[src/rtl/sram_ctl_pkg.sv]
`timescale 1ns/1ps
package sram_ctl_pkg;

    typedef enum logic [2:0] {
        ST_IDLE,
        ST_READ,
        ST_WR_SETUP,
        ST_WR_PULSE,
        ST_RECOVER
    } state_t;

    // Whole clocks covering a minimum time, never less than one.
    function automatic int unsigned ns_to_cyc(input int unsigned t_ns,
                                              input int unsigned clk_ns);
        int unsigned c;
        c = (t_ns + clk_ns - 1) / clk_ns;
        if (c == 0) c = 1;
        return c;
    endfunction

    function automatic int unsigned max_u(input int unsigned a,
                                          input int unsigned b);
        return (a > b) ? a : b;
    endfunction

    // Write pulse phase: data window, rest of write pulse, rest of chip-select window.
    function automatic int unsigned pulse_cyc(input int unsigned dw_c,
                                              input int unsigned wp_c,
                                              input int unsigned aw_c,
                                              input int unsigned wz_c);
        int unsigned p;
        p = dw_c;
        if (wp_c > wz_c) p = max_u(p, wp_c - wz_c);
        if (aw_c > wz_c) p = max_u(p, aw_c - wz_c);
        if (p == 0) p = 1;
        return p;
    endfunction

endpackage

[src/rtl/sram_ctl_timer.sv]
`timescale 1ns/1ps
module sram_ctl_timer #(
    parameter int unsigned CW = 3
) (
    input  logic          clk,
    input  logic          rst_n,
    input  logic          load,
    input  logic [CW-1:0] load_val,
    output logic          expired
);
    logic [CW-1:0] cnt_q;

    always_ff @(posedge clk or negedge rst_n) begin
        if (!rst_n) begin
            cnt_q <= '0;
        end else if (load) begin
            cnt_q <= load_val;
        end else if (cnt_q != '0) begin
            cnt_q <= cnt_q - 1'b1;
        end
    end

    assign expired = (cnt_q == '0);

endmodule

[src/rtl/sram_ctl_pins.sv]
`timescale 1ns/1ps
module sram_ctl_pins
    import sram_ctl_pkg::*;
#(
    parameter int unsigned ADDR_W = 16,
    parameter int unsigned DATA_W = 4
) (
    input  logic              clk,
    input  logic              rst_n,
    input  state_t            st_d,
    input  logic              take,
    input  logic [ADDR_W-1:0] addr_in,
    input  logic [DATA_W-1:0] wdata_in,
    output logic              cs_n,
    output logic              we_n,
    output logic              dq_oe,
    output logic [ADDR_W-1:0] addr,
    output logic [DATA_W-1:0] dq_o
);
    logic cs_n_d;
    logic we_n_d;
    logic oe_d;

    // Pin levels follow the state being entered, so they change with the state register.
    always_comb begin
        cs_n_d = 1'b1;
        we_n_d = 1'b1;
        oe_d   = 1'b0;
        unique case (st_d)
            ST_IDLE: begin
            end
            ST_READ: begin
                cs_n_d = 1'b0;
            end
            ST_WR_SETUP: begin
                cs_n_d = 1'b0;
                we_n_d = 1'b0;
            end
            ST_WR_PULSE: begin
                cs_n_d = 1'b0;
                we_n_d = 1'b0;
                oe_d   = 1'b1;
            end
            ST_RECOVER: begin
                oe_d   = dq_oe;
            end
            default: begin
            end
        endcase
    end

    always_ff @(posedge clk or negedge rst_n) begin
        if (!rst_n) begin
            cs_n  <= 1'b1;
            we_n  <= 1'b1;
            dq_oe <= 1'b0;
        end else begin
            cs_n  <= cs_n_d;
            we_n  <= we_n_d;
            dq_oe <= oe_d;
        end
    end

    always_ff @(posedge clk or negedge rst_n) begin
        if (!rst_n) begin
            addr <= '0;
            dq_o <= '0;
        end else if (take) begin
            addr <= addr_in;
            dq_o <= wdata_in;
        end
    end

endmodule

[src/rtl/sram_ctl_rdcap.sv]
`timescale 1ns/1ps
module sram_ctl_rdcap #(
    parameter int unsigned DATA_W = 4
) (
    input  logic              clk,
    input  logic              rst_n,
    input  logic              sample,
    input  logic [DATA_W-1:0] dq_i,
    output logic [DATA_W-1:0] rdata,
    output logic              rvalid
);
    always_ff @(posedge clk or negedge rst_n) begin
        if (!rst_n) begin
            rdata  <= '0;
            rvalid <= 1'b0;
        end else begin
            rvalid <= sample;
            if (sample) rdata <= dq_i;
        end
    end

endmodule

[src/rtl/sram_ctl.sv]
`timescale 1ns/1ps
module sram_ctl
    import sram_ctl_pkg::*;
#(
    parameter int unsigned ADDR_W        = 16,
    parameter int unsigned DATA_W        = 4,
    parameter int unsigned CLK_PERIOD_NS = 10,
    parameter int unsigned T_RC_NS       = 45,
    parameter int unsigned T_WP_NS       = 30,
    parameter int unsigned T_AW_NS       = 40,
    parameter int unsigned T_DW_NS       = 20,
    parameter int unsigned T_WR_NS       = 3,
    parameter int unsigned T_WZ_NS       = 15
) (
    input  logic              clk,
    input  logic              rst_n,
    input  logic              req,
    input  logic              req_we,
    input  logic [ADDR_W-1:0] req_addr,
    input  logic [DATA_W-1:0] req_wdata,
    output logic              ready,
    output logic [DATA_W-1:0] rdata,
    output logic              rdata_valid,
    output logic              mem_cs_n,
    output logic              mem_we_n,
    output logic [ADDR_W-1:0] mem_addr,
    output logic              mem_dq_oe,
    output logic [DATA_W-1:0] mem_dq_o,
    input  logic [DATA_W-1:0] mem_dq_i
);
    localparam int unsigned RC_C  = ns_to_cyc(T_RC_NS, CLK_PERIOD_NS);
    localparam int unsigned WP_C  = ns_to_cyc(T_WP_NS, CLK_PERIOD_NS);
    localparam int unsigned AW_C  = ns_to_cyc(T_AW_NS, CLK_PERIOD_NS);
    localparam int unsigned DW_C  = ns_to_cyc(T_DW_NS, CLK_PERIOD_NS);
    localparam int unsigned WR_C  = ns_to_cyc(T_WR_NS, CLK_PERIOD_NS);
    localparam int unsigned WZ_C  = ns_to_cyc(T_WZ_NS, CLK_PERIOD_NS);
    localparam int unsigned PUL_C = pulse_cyc(DW_C, WP_C, AW_C, WZ_C);
    localparam int unsigned MAX_C = max_u(max_u(RC_C, PUL_C), max_u(WZ_C, WR_C));
    localparam int unsigned CW    = $clog2(MAX_C + 1);

    state_t        st_q;
    state_t        st_d;
    logic          tm_load;
    logic [CW-1:0] tm_val;
    logic          tm_done;
    logic          take;
    logic          sample;

    assign ready = (st_q == ST_IDLE);
    assign take  = req && ready;

    // Next-state and phase timing
    always_comb begin
        st_d    = st_q;
        tm_load = 1'b0;
        tm_val  = '0;
        sample  = 1'b0;
        unique case (st_q)
            ST_IDLE: begin
                if (req) begin
                    tm_load = 1'b1;
                    if (req_we) begin
                        st_d   = ST_WR_SETUP;
                        tm_val = CW'(WZ_C - 1);
                    end else begin
                        st_d   = ST_READ;
                        tm_val = CW'(RC_C - 1);
                    end
                end
            end
            ST_READ: begin
                if (tm_done) begin
                    st_d    = ST_RECOVER;
                    tm_load = 1'b1;
                    tm_val  = CW'(WR_C - 1);
                    sample  = 1'b1;
                end
            end
            ST_WR_SETUP: begin
                if (tm_done) begin
                    st_d    = ST_WR_PULSE;
                    tm_load = 1'b1;
                    tm_val  = CW'(PUL_C - 1);
                end
            end
            ST_WR_PULSE: begin
                if (tm_done) begin
                    st_d    = ST_RECOVER;
                    tm_load = 1'b1;
                    tm_val  = CW'(WR_C - 1);
                end
            end
            ST_RECOVER: begin
                if (tm_done) st_d = ST_IDLE;
            end
            default: st_d = ST_IDLE;
        endcase
    end

    // State register
    always_ff @(posedge clk or negedge rst_n) begin
        if (!rst_n) st_q <= ST_IDLE;
        else        st_q <= st_d;
    end

    sram_ctl_timer #(.CW(CW)) u_timer (
        .clk      (clk),
        .rst_n    (rst_n),
        .load     (tm_load),
        .load_val (tm_val),
        .expired  (tm_done)
    );

    // Output register for the memory pins
    sram_ctl_pins #(.ADDR_W(ADDR_W), .DATA_W(DATA_W)) u_pins (
        .clk      (clk),
        .rst_n    (rst_n),
        .st_d     (st_d),
        .take     (take),
        .addr_in  (req_addr),
        .wdata_in (req_wdata),
        .cs_n     (mem_cs_n),
        .we_n     (mem_we_n),
        .dq_oe    (mem_dq_oe),
        .addr     (mem_addr),
        .dq_o     (mem_dq_o)
    );

    sram_ctl_rdcap #(.DATA_W(DATA_W)) u_rdcap (
        .clk    (clk),
        .rst_n  (rst_n),
        .sample (sample),
        .dq_i   (mem_dq_i),
        .rdata  (rdata),
        .rvalid (rdata_valid)
    );

    AST_BUSY_AFTER_TAKE: assert property (@(posedge clk) disable iff (!rst_n) (req && ready) |=> !ready);
    AST_RVALID_ONE_CLK: assert property (@(posedge clk) disable iff (!rst_n) rdata_valid |=> !rdata_valid);
    AST_OE_AFTER_WE_LOW: assert property (@(posedge clk) disable iff (!rst_n) $rose(mem_dq_oe) |-> (!mem_we_n && $past(!mem_we_n)));
    AST_STROBES_RISE_TOGETHER: assert property (@(posedge clk) disable iff (!rst_n) $rose(mem_we_n) |-> $rose(mem_cs_n));
    AST_WE_INSIDE_CS: assert property (@(posedge clk) disable iff (!rst_n) !mem_we_n |-> !mem_cs_n);
    AST_RECOVERY_GAP: assert property (@(posedge clk) disable iff (!rst_n) $rose(mem_cs_n) |=> mem_cs_n);
    AST_IDLE_NO_DRIVE: assert property (@(posedge clk) disable iff (!rst_n) ready |-> !mem_dq_oe);
    AST_IDLE_DESELECTED: assert property (@(posedge clk) disable iff (!rst_n) ready |-> (mem_cs_n && mem_we_n));
    AST_NO_DRIVE_ON_READ: assert property (@(posedge clk) disable iff (!rst_n) !(mem_dq_oe && !mem_cs_n && mem_we_n));

endmodule

[config.mk]
export PLATFORM = sky130hd
export DESIGN_NAME = sram_ctl
export DESIGN_NICKNAME = d
export VERILOG_FILES = /design/src/rtl/sram_ctl_pkg.sv /design/src/rtl/sram_ctl_timer.sv /design/src/rtl/sram_ctl_pins.sv /design/src/rtl/sram_ctl_rdcap.sv /design/src/rtl/sram_ctl.sv
export SDC_FILE = /design/constraint.sdc
export NUM_CORES = 1
export LEC_CHECK = 0
export BUFFER_PORTS_ARGS = -buffer_cell sky130_fd_sc_hd__buf_2
export CAP_MARGIN = 20
export CORE_AREA = 5 5 62 64
export CTS_CLUSTER_SIZE = 28
export DETAILED_ROUTE_END_ITERATION = 10
export DIE_AREA = 0 0 67 69
export HOLD_SLACK_MARGIN = 0.15
export MAX_ROUTING_LAYER = met4
export PLACE_DENSITY = 0.81
export SYNTH_ARGS = -nofsm -noshare
export SYNTH_HDL_FRONTEND = slang
export SYNTH_SLANG_ARGS = --single-unit
[constraint.sdc]
create_clock -name clk -period 2.1 [get_ports clk]
set_clock_uncertainty 0.1 [all_clocks]
set_input_delay 0.21 -clock clk [delete_from_list [all_inputs] [get_ports clk]]
set_output_delay 0.21 -clock clk [all_outputs]
set_load 0.005 [all_outputs]
# Yosys cells after proc, flatten, opt, wreduce, memory -nomap -nowiden
# Cells that the tools add are included.
# Widths: inputs -> output; s select.
[word_totals] register_bits=34 word_cells=46
[classes] n_addsub=1 n_eq_ne=8 muxes=19 n_reduce_logical=9
[op_table] cell="$mux 3" count=8
[op_table] cell="$eq 3x2->1 const B" count=4
[op_table] cell="$pmux 3 s4" count=1
[op_table] cell="$eq 3x1->1 const B" count=2
[op_table] cell="$eq 3x3->1 const B" count=2
[op_table] cell="$logic_not 3->1" count=2
[op_table] cell="$mux 1" count=6
[op_table] cell="$pmux 3 s2" count=1
[op_table] cell="$reduce_or 3->1" count=2
[op_table] cell="$pmux 1 s2" count=2
[op_table] cell="$reduce_or 2->1" count=2
[op_table] cell="$reduce_bool 3->1" count=1
[op_table] cell="$sub 3x1->3 const B" count=1
[op_table] cell="$mux 2" count=1
[op_table] cell="$reduce_bool 2->1" count=1
[op_table] cell="$logic_and 1x1->1" count=1

# Depth between registers and ports, before layout
# Gate-level depths: netlist of the first run.
[logic_depth] word_depth=6 ltp_mapped=6

# By module
# A second synthesis of the first run with hierarchy kept.
[hier_totals] hier_cells=106 area_unflattened_um2=1531.5
[modules_own_cells] mod="sram_ctl_pins" n_inst=1 cells_per_inst=50 area_per_inst_um2=933.4 seq_area_each_um2=578.1
[modules_own_cells] mod="sram_ctl" n_inst=1 cells_per_inst=26 area_per_inst_um2=227.7 seq_area_each_um2=75.1
[modules_own_cells] mod="sram_ctl_timer" n_inst=1 cells_per_inst=21 area_per_inst_um2=200.2 seq_area_each_um2=75.1
[modules_own_cells] mod="sram_ctl_rdcap" n_inst=1 cells_per_inst=9 area_per_inst_um2=170.2 seq_area_each_um2=125.1

# Worst setup path before layout of the first run
# OpenSTA, ideal clock, no wires.
[synth_timing] path_type="flip-flop to flip-flop" start="register u_timer.cnt_q[0]" end="register u_rdcap.rdata[0]" setup_time_ps=125 t_arrival_ps=1491 t_required_ps=1875 path_slack_ps=384 stages_incl_launch_ff=7 path_buffers=1 synth_period_minus_slack_ps=1716 cell_sequence="dfrtp_1 > inv_1 > ha_1 > nand3b_4 > or3_1 > clkbuf_1 > mux2_2"
[synth_between] elab_chain_cells=3
[synth_rtl] element="from (decl)" line_no="sram_ctl_timer.sv:11" source="logic [CW-1:0] cnt_q;"
[synth_rtl] element="from (signal assigned)" line_no="sram_ctl_timer.sv:17" source="cnt_q <= load_val;"
[synth_rtl] element="from (signal assigned)" line_no="sram_ctl_timer.sv:19" source="cnt_q <= cnt_q - 1'b1;"
[synth_rtl] element="$logic_not 3->1" line_no="sram_ctl_timer.sv:23" source="assign expired = (cnt_q == '0);"
[synth_rtl] element="$mux 1" line_no="sram_ctl.sv:72" source="if (tm_done) begin"
[synth_rtl] element="$mux 1" line_no="sram_ctl.sv:58" source="unique case (st_q)"
[synth_rtl] element="to (signal assigned)" line_no="sram_ctl_rdcap.sv:18" source="if (sample) rdata <= dq_i;"
[synth_rtl] element="to (decl)" line_no="sram_ctl_rdcap.sv:9" source="output logic [DATA_W-1:0] rdata,"
# Every way passes these cells.
# A chain may end at the register's enable or synchronous reset.

# Worst setup path after layout of the first run
[layout_timing] start="register u_timer.cnt_q[0]" end="register u_rdcap.rdata[2]"
# The elaborated chain is that of the path after synthesis.

==> flow_summary.toml, run 1 <==
[worst_setup_path]
crit_path_end_kind = "flop"
crit_slowest_cell = "dfrtp_1"
rrSetupSlack_ns = 0.25
rr_endpoint = "u_rdcap.rdata[2]"
worstPathArrival_ns = 1.98
path_max_fanout = 5
cp-start-kind = "flop"
rr_startpoint = "u_timer.cnt_q[0]"
worstPathRequired_ns = 2.23
worst-setup-path-type = "flop to flop"
ff2ff_path_depth = 5
cpPeakStageDelay_ns = 0.42
path_cells = "inv_1, ha_1, nand3b_4, or3_1, mux2_2"

[grt]
grt_overflow_total = 0
grt_max_degree = 35
grt_pass1_wl_mm = 6.078
track_usage_pct = 17.85
grt_pass1_vias = 1300
antenna_found_initial = 0

[cells_and_area]
fin_nets = 224
n_fill_cell = 241
drive_gt1_share_pct = 47.69
syn2layout_area_growth_pct = 43.35
final_cell_mix = "buf_2, dfrtp_1, dlygate4sd3_1"
layout_commonest_cell = "buf_2"
insertedDiodeCount = 0
final_util_pct = 65.54

[sta]
finalSetupTns_ns = 0
period_needed_ns = 1.846
finalMaxSlewViolations = 0
tightest_slew_ns = 0.7523
slew_headroom_pct = 49.85
rsz0062_at_grt = "false"
setup_viol = 0
fmax_ghz = 0.5417
finalCritPeriodShare_pct = 87.91
finalHoldViolCount = 0

[floorplanning]
num_rows = 21
die_w_um = 67
die-area_sq_mm = 0.004623
core_sq_mm = 0.003232
io_pins = 57
die_h_um = 69
start_util_pct = 45.72

[place]
gp_congestion = 0.8244
place_hpwl_mm = 2.414
portBuffers = 56

[logic_synthesis]
yosysSeqAreaShare_pct = 57.75
syn_area_sq_mm = 0.001478
synth-seq-cells = 34
synth_top_area_share_pct = 54.19
synth_area_leaders = "dfrtp_1, mux2_2, dfstp_2"
syn_inst = 108
ys.flop_type = "dfrtp_1"
syn_avg_cell_area_sq_um = 13.68
synth_cell_types = 31
yosysTopAreaCell = "dfrtp_1"
synth_fp_nets = 138
async_reset_ff_share_pct = 100.0
ys_warn_count = 0
synth_edf_count = 0

[clock_tree]
clockBufferDepth = 2
cts_tree = "yes"
post_cts_resize_count = 0
ctsHtreeMaxLevel = 2
clk_latency_ns = 0.34
cts_sinks = 34
cts_made_buffers = 5
root_buffer = "clkbuf_4"
clk_pin_slew_worst_paths_ns = 0.11

[worst_hold_path]
hp-class = "primary input to async pin"

[job]
cap_violations = 0

[detailed_routing]
wl_per_cell_um = 14.97
ant_nets = 0
drcViolationCount = 0
wl_mm = 3.607
first_iter_violations = 33
drt_pass1_iterations = 6
via_per_inst = 4.954
vias = 1194

[run_status]
status = "completed"

[power_and_ir_drop]
p_total_mw = 2.825
cellLeakagePower_nw = 1.023
power_density_mw_per_mm2 = 1334
ir_drop_v = 0.0007733
flip-flops by register name, indices dropped and copies added (netlist names):
| register | count |
|---|---|
| u_pins.dq_o | 4 |
| u_rdcap.rdata | 4 |
| st_q | 3 |
| u_timer.cnt_q | 3 |
| u_pins.dq_oe | 1 |
| u_rdcap.rvalid | 1 |
| u_pins.addr | 16 |
| u_pins.we_n | 1 |
| u_pins.cs_n | 1 |
cell families after synthesis:
| logic type | Yosys count | synth area share (%) |
|---|---|---|
| compound gates | 10 | 4.827 |
| xor+xnor | 1 | 0.5928 |
| fa+ha+maj | 2 | 1.693 |
| buf+inv | 10 | 4.148 |
| flops | 34 | 57.75 |
| mux | 25 | 18.97 |
| simple gates | 26 | 12.02 |
synth_stat cells (all sizes together) (2+ instances only):
master and number:
dfrtp 32, mux2 24, nand2 5, buf 4, inv 4, nand3b 4
nand2b 3, nor2 3, a21oi 2, clkbuf 2, dfstp 2, ha 2
nand3 2, nor2b 2, nor3 2, o21ai 2, or3 2
layout make-up:
cell class / count / area (sq um) / share of cell area (%)
sequential: 34 / 853.3 / 40.28
multi-input combinational: 64 / 563.0 / 26.58
timing repair buffer: 85 / 565.5 / 26.70
inverter: 4 / 15.01 / 0.7088
tap: 46 / 57.56 / 2.717
clock inverter: 2 / 12.51 / 0.5907
clock buffer: 6 / 51.30 / 2.422
critical path, delay by kind of cell, from the launching register on:
family / cells / cell delay, ns
and+or+nand+nor: 2 / 0.54
DFF: 1 / 0.42
muxes: 1 / 0.31
adders and majority gates: 1 / 0.27
buffers and inverters: 1 / 0.09
report_power, final:
part | internal [mW] | total [mW] | switching (mW) | leakage [nW]
Clock | 0.161 | 0.385 | 0.224 | 0.0343
Sequential | 0.994 | 1.25 | 0.259 | 0.404
Combinational | 0.684 | 1.19 | 0.503 | 0.584
Total | 1.84 | 2.82 | 0.986 | 1.02
through the flow:
step / hold slack, ns / setup slack, ns / instances / cell area, sq um
6_report: 0.3637 / 0.2539 / 241 / 2118
5_1_grt: 0.4200 / 0.1783 / 241 / 2118
4_1_cts: 0.3797 / 0.2815 / 241 / 2118
3_5_place_dp: 0.2166 / 0.2901 / 206 / 1784
3_3_place_gp: 0.1920 / 0.3646 / 206 / 1784
2_1_floorplan: -0.1856 / 0.3843 / 108 / 1478
per-layer routing:
layer,vias to the layer above,wire length (um),global-route usage [%]
met5,-,0,-
met4,0,31,5.405
met1,589,1491,21.87
met3,4,217,5.682
li1,549,-,-
met2,52,1865,27.95
repair_timing:
| item | CTS | global route |
|---|---|---|
| setup buffers | 0 | 0 |
| endpoints found under the hold margin | 62 | 0 |
| hold buffers | 27 | 0 |
worst max-delay path by stage:
| stage | start | end | slack, ns | depth (start not counted) |
|---|---|---|---|---|
| after floorplan | u_timer.cnt_q[0] | u_rdcap.rdata[0] | 0.38 | 6 |
| after global placement | u_timer.cnt_q[0] | u_rdcap.rdata[1] | 0.36 | 5 |
| after detailed placement | u_timer.cnt_q[0] | u_rdcap.rdata[2] | 0.29 | 5 |
| after CTS | u_timer.cnt_q[0] | u_rdcap.rdata[2] | 0.28 | 5 |
| after global routing | u_timer.cnt_q[0] | u_timer.cnt_q[1] | 0.18 | 5 |
| final | u_timer.cnt_q[0] | u_rdcap.rdata[2] | 0.25 | 5 |
(Power assumes the default switching activity.)
==> run 2: changes to the inputs <==
BUFFER_PORTS_ARGS = -buffer_cell sky130_fd_sc_hd__buf_4   (was -buffer_cell sky130_fd_sc_hd__buf_2)
==> flow_summary.toml, run 2 (same netlist as run 1, synthesis figures left out) <==
[grt]
grt_pass1_vias = 1366
track_usage_pct = 18.78
antenna_found_initial = 0
grt_overflow_total = 0
grt_max_degree = 35
grt_pass1_wl_mm = 6.403

[cells_and_area]
final_util_pct = 69.76
top_register = "u_pins.addr"
regArea_sq_um = 853.3
n_fill_cell = 227
largest_reg_flops = 16
final_area_sq_mm = 0.002255
reg.largest.list = "u_pins.addr: 16 flops, u_pins.dq_o: 4 flops, u_rdcap.rdata: 4 flops"
insertedDiodeCount = 0
drive_gt1_share_pct = 47.18
multi_input_area_sq_um = 563.0
final_cell_mix = "buf_4, dfrtp_1, dlygate4sd3_1"
fin_nets = 224
layout_commonest_cell = "buf_4"
syn2layout_area_growth_pct = 52.58

[worst_setup_path]
critPathBufInv = 1
crit_path_end_kind = "flop"
cp-start-kind = "flop"
cpPeakStageDelay_ns = 0.42
crit_family = "simple AND/OR/NAND/NOR gates"
worstPathRequired_ns = 2.23
path_max_fanout = 5
worst-setup-path-type = "flop to flop"
worstPathArrival_ns = 1.94
path_cells = "inv_1, ha_1, nand3b_4, or3_1, mux2_2"
crit_slowest_cell = "or3_1"

[floorplanning]
die_h_um = 69
start_util_pct = 45.72
die-area_sq_mm = 0.004623
die_w_um = 67
num_rows = 21
io_pins = 57
core_sq_mm = 0.003232

[sta]
finalSetupTns_ns = 0
finalHoldViolCount = 0
setup_viol = 0
slew_headroom_pct = 70.37
hold_ws_ns = 0.2346
period_needed_ns = 1.805
fmax_ghz = 0.5541
finalMaxSlewViolations = 0
rsz0062_at_grt = "false"
tightest_slew_ns = 0.4445
finalCritPeriodShare_pct = 85.94

[detailed_routing]
first_iter_violations = 51
drt_pass1_iterations = 4
wl_per_cell_um = 15.36
ant_nets = 0
drcViolationCount = 0
wl_mm = 3.702
via_per_inst = 4.959
vias = 1195

[run_status]
status = "completed"

[worst_hold_path]
hp-class = "primary input to async pin"

[job]
cap_violations = 0

[clock_tree]
clk_pin_slew_worst_paths_ns = 0.11
cts_sinks = 34
ctsHtreeMaxLevel = 2
root_buffer = "clkbuf_4"
cts_tree = "yes"
cts_made_buffers = 5
clockBufferDepth = 2
clk_latency_ns = 0.35

[power_and_ir_drop]
ir_drop_v = 0.0007592
power_density_mw_per_mm2 = 1320
cellLeakagePower_nw = 1.069

[place]
portBuffers = 56
gp_congestion = 0.7728
placed_area_sq_mm = 0.001924
place_hpwl_mm = 2.436
==> run 2: where the power goes <==
part / internal [mW] / switching, mW / total [mW]
Clock: 0.162 / 0.218 / 0.380
Combinational: 0.840 / 0.519 / 1.36
Sequential: 0.995 / 0.242 / 1.24
==> run 2: worst paths after layout <==
| check | endpoint | slack, ns | cells past startpoint | start |
|---|---|---|---|---|
| setup / recovery | u_rdcap.rdata[2] | 0.30 | 5 | u_timer.cnt_q[0] |
| hold / removal | st_q[1] | 0.23 | 2 | rst_n |
| setup reg to reg | u_rdcap.rdata[2] | 0.30 | 5 | u_timer.cnt_q[0] |
| hold reg to reg | u_pins.addr[10] | 0.41 | 1 | u_pins.addr[10] |
| max in group asynchronous | u_pins.cs_n | 1.32 | 2 | rst_n |
| min in group clk | u_pins.addr[10] | 0.41 | 1 | u_pins.addr[10] |
==> run 2: what timing repair did <==
| item | CTS | global route |
|---|---|---|
| hold buffers | 27 | 0 |
| hold endpoints to repair | 64 | 0 |
| setup buffers | 0 | 0 |
| gates resized for setup | 0 | 0 |
==> run 2: metal layers <==
layer / wire, um / part of all wire (%) / global-route usage (%)
met1: 1457 / 39 / 21.84
met2: 1930 / 52 / 30.57
met3: 265 / 7.2 / 6.169
met4: 49 / 1.3 / 5.405
met5: 0 / 0 / -
==> run 2: final cells by class <==
class	count	share of cell area, %
flip-flops and latches	34	37.85
repair buffers	85	31.30
multi-input cells	64	24.97
well taps	46	2.553
clock buffers	7	2.442
inverters	4	0.6659
clock inverters	1	0.2220
==> run 2: metrics by stage <==
stage | instances | power, mW | setup slack [ns]
after floorplan | 108 | 1.962 | 0.3843
after global placement | 206 | 2.516 | 0.3693
after detailed placement | 206 | 2.576 | 0.2896
after CTS | 241 | 3.001 | 0.2924
after global routing | 241 | 3.212 | 0.1962
final | 241 | 2.977 | 0.2953
==> run 2: worst reg2reg max path: stages, from the launching register on <==
cell	delay (ns)
dfrtp_1	0.41
inv_1	0.09
ha_1	0.26
nand3b_4	0.12
or3_1	0.42
mux2_2	0.30
==> run 3: changes to the inputs <==
ABC_AREA = 1   (was default)
==> flow_summary.toml, run 3 <==
[run_status]
status = "completed"

[place]
gp_congestion = 0.8501
place_hpwl_mm = 2.416
pre_cts_ws_ns = 0.6279
portBuffers = 56

[worst_setup_path]
path_cells = "inv_2, nand2_2, nor2_4, buf_4, nand3_1, dlygate4sd3_1, nand2_1"
worst-setup-path-type = "flop to flop"
rr_startpoint = "st_q[1]"
cp-start-kind = "flop"
rr_endpoint = "u_pins.addr[10]"
crit_slowest_cell = "dlygate4sd3_1"
rrSetupSlack_ns = 0.13
cpPeakStageDelay_ns = 0.59
worstPathArrival_ns = 2.16
crit_path_end_kind = "flop"
ff2ff_path_depth = 7
path_max_fanout = 10
worstPathRequired_ns = 2.29

[cells_and_area]
layout_commonest_cell = "nand2_1"
multi_input_area_sq_um = 533.0
final_util_pct = 74.72
top_register = "u_pins.addr"
regArea_sq_um = 853.3
insertedDiodeCount = 0
reg.largest.list = "u_pins.addr: 16 flops, u_pins.dq_o: 4 flops, u_rdcap.rdata: 4 flops"
drive_gt1_share_pct = 28.52
largest_reg_flops = 16
syn2layout_area_growth_pct = 66.09
n_fill_cell = 234
fin_nets = 299
final_cell_mix = "nand2_1, buf_4, dlygate4sd3_1"

[sta]
finalMaxSlewViolations = 0
hold_ws_ns = 0.2241
setup_viol = 0
rsz0062_at_grt = "false"
finalCritPeriodShare_pct = 93.71
finalHoldViolCount = 0
slew_headroom_pct = 72.15
finalSetupTns_ns = 0
fmax_ghz = 0.5082
finalWorstSetupSlack_ns = 0.1322
tightest_slew_ns = 0.4178
period_needed_ns = 1.968

[clock_tree]
ctsHtreeMaxLevel = 2
clockBufferDepth = 2
cts_made_buffers = 5
cts_setup_buffers = 0
cts_sinks = 34
cts_tree = "yes"
root_buffer = "clkbuf_4"
clk_pin_slew_worst_paths_ns = 0.11
clk_latency_ns = 0.35

[power_and_ir_drop]
cellLeakagePower_nw = 1.247
p_total_mw = 3.043
ir_drop_v = 0.0007332
power_density_mw_per_mm2 = 1260

[job]
cap_violations = 0

[logic_synthesis]
synth-seq-cells = 34
synth_commonest_cells = "nand2_1, dfrtp_1, nand3_1"
synth_area_leaders = "dfrtp_1, nand2_1, nand3_1"
synth_cell_types = 23
yosysSeqAreaShare_pct = 58.69
async_reset_ff_share_pct = 100.0
yosys.cell_count.top_type = "nand2_1"
syn_area_sq_mm = 0.001454
syn_inst = 166
synth_fp_nets = 196
synth_top_area_share_pct = 55.08
synth_edf_count = 0
syn_avg_cell_area_sq_um = 8.758
yosysTopAreaCell = "dfrtp_1"
ys_warn_count = 0
ys.flop_type = "dfrtp_1"

[detailed_routing]
top_layer_used = "met4"
drt_pass1_iterations = 4
ant_nets = 0
first_iter_violations = 57
routed-wl-met2_mm = 2.317
drcViolationCount = 0
wl_met3_um = 269
vias = 1522
wl_per_cell_um = 13.60
via_per_inst = 4.816
wl_mm = 4.298
drt-met1-wl_mm = 1.593

[floorplanning]
start_util_pct = 44.99
die_h_um = 69
die_w_um = 67
core_sq_mm = 0.003232
die-area_sq_mm = 0.004623
num_rows = 21
io_pins = 57

[grt]
grt_pass1_vias = 1579
antenna_found_initial = 0
grt_pass1_wl_mm = 7.107
grt_overflow_total = 0
grt_max_degree = 35
track_usage_pct = 20.83

[worst_hold_path]
hp-class = "primary input to async pin"
-- run 3: changes by cell type after synthesis, sizes merged, moves of 2 or more --
| cell | before | now |
|---|---|---|
| nor3 | 2 | 0 |
| nand2 | 5 | 66 |
| nor2 | 3 | 6 |
| nand2b | 3 | 0 |
| mux2 | 24 | 0 |
| nor2b | 2 | 0 |
| or3 | 2 | 0 |
| nand3 | 2 | 30 |
| inv | 4 | 12 |
| nand3b | 4 | 0 |
-- run 3: worst max-delay path: cells and delay by family, from the launching register on --
family	cells	cell delay (ns)
simple gates	4	0.48
buf+inv	3	0.90
flops	1	0.44
-- run 3: layout make-up --
class                           count  area share [%]
Inverter                           12           1.865
Multi-Input combinational cell    114           22.07
Sequential cell                    34           35.34
Clock buffer                        7           1.865
Tap cell                           46           2.383
Timing Repair Buffer              102           36.17
Clock inverter                      1          0.3109
-- run 3: layer usage --
layer  global-route usage (%)  vias up
met5                        -        -
met4                    8.559        0
met3                    6.656       14
met2                    34.28       55
met1                    22.79      715
li1                         -      738
-- run 3: what timing repair did --
| action | 4_1_cts | 5_1_grt |
|---|---|---|
| gates resized for setup | 0 | 1 |
| setup endpoints to repair | 0 | 13 |
| hold endpoints to repair | 59 | 1 |
| hold buffers | 42 | 1 |
-- run 3: kinds of logic after synthesis --
family          count (synthesis)  share of synthesized area (%)
buf+inv                        18                          4.991
xor+xnor                        1                         0.6025
fa+ha+maj                       2                          1.721
flops                          34                          58.69
compound gates                  6                          2.582
simple gates                  105                          31.41
-- run 3: power breakdown --
group	switching, mW	leakage, nW	internal, mW
sequential	0.197	0.420	0.973
clock	0.224	0.0255	0.132
combinational	0.754	0.802	0.763
-- run 3: per-stage QoR --
stage / instances / cell area [sq um]
after global routing: 316 / 2415
after detailed placement: 265 / 1927
final: 316 / 2415
after floorplan: 166 / 1454
after CTS: 315 / 2400
after global placement: 265 / 1927
-- run 3: how the worst max path moves through the flow --
| stage | depth (start not counted) | slack, ns | endpoint | from |
|---|---|---|---|---|
| 2_1_floorplan | 9 | 0.76 | u_timer.cnt_q[0] | u_timer.cnt_q[0] |
| 3_3_place_gp | 6 | 0.64 | u_pins.addr[15] | st_q[1] |
| 3_5_place_dp | 9 | 0.63 | u_timer.cnt_q[0] | u_timer.cnt_q[0] |
| 4_1_cts | 7 | 0.07 | u_pins.dq_o[2] | st_q[1] |
| 5_1_grt | 7 | 0.01 | u_pins.addr[10] | st_q[1] |
| 6_report | 7 | 0.13 | u_pins.addr[10] | st_q[1] |
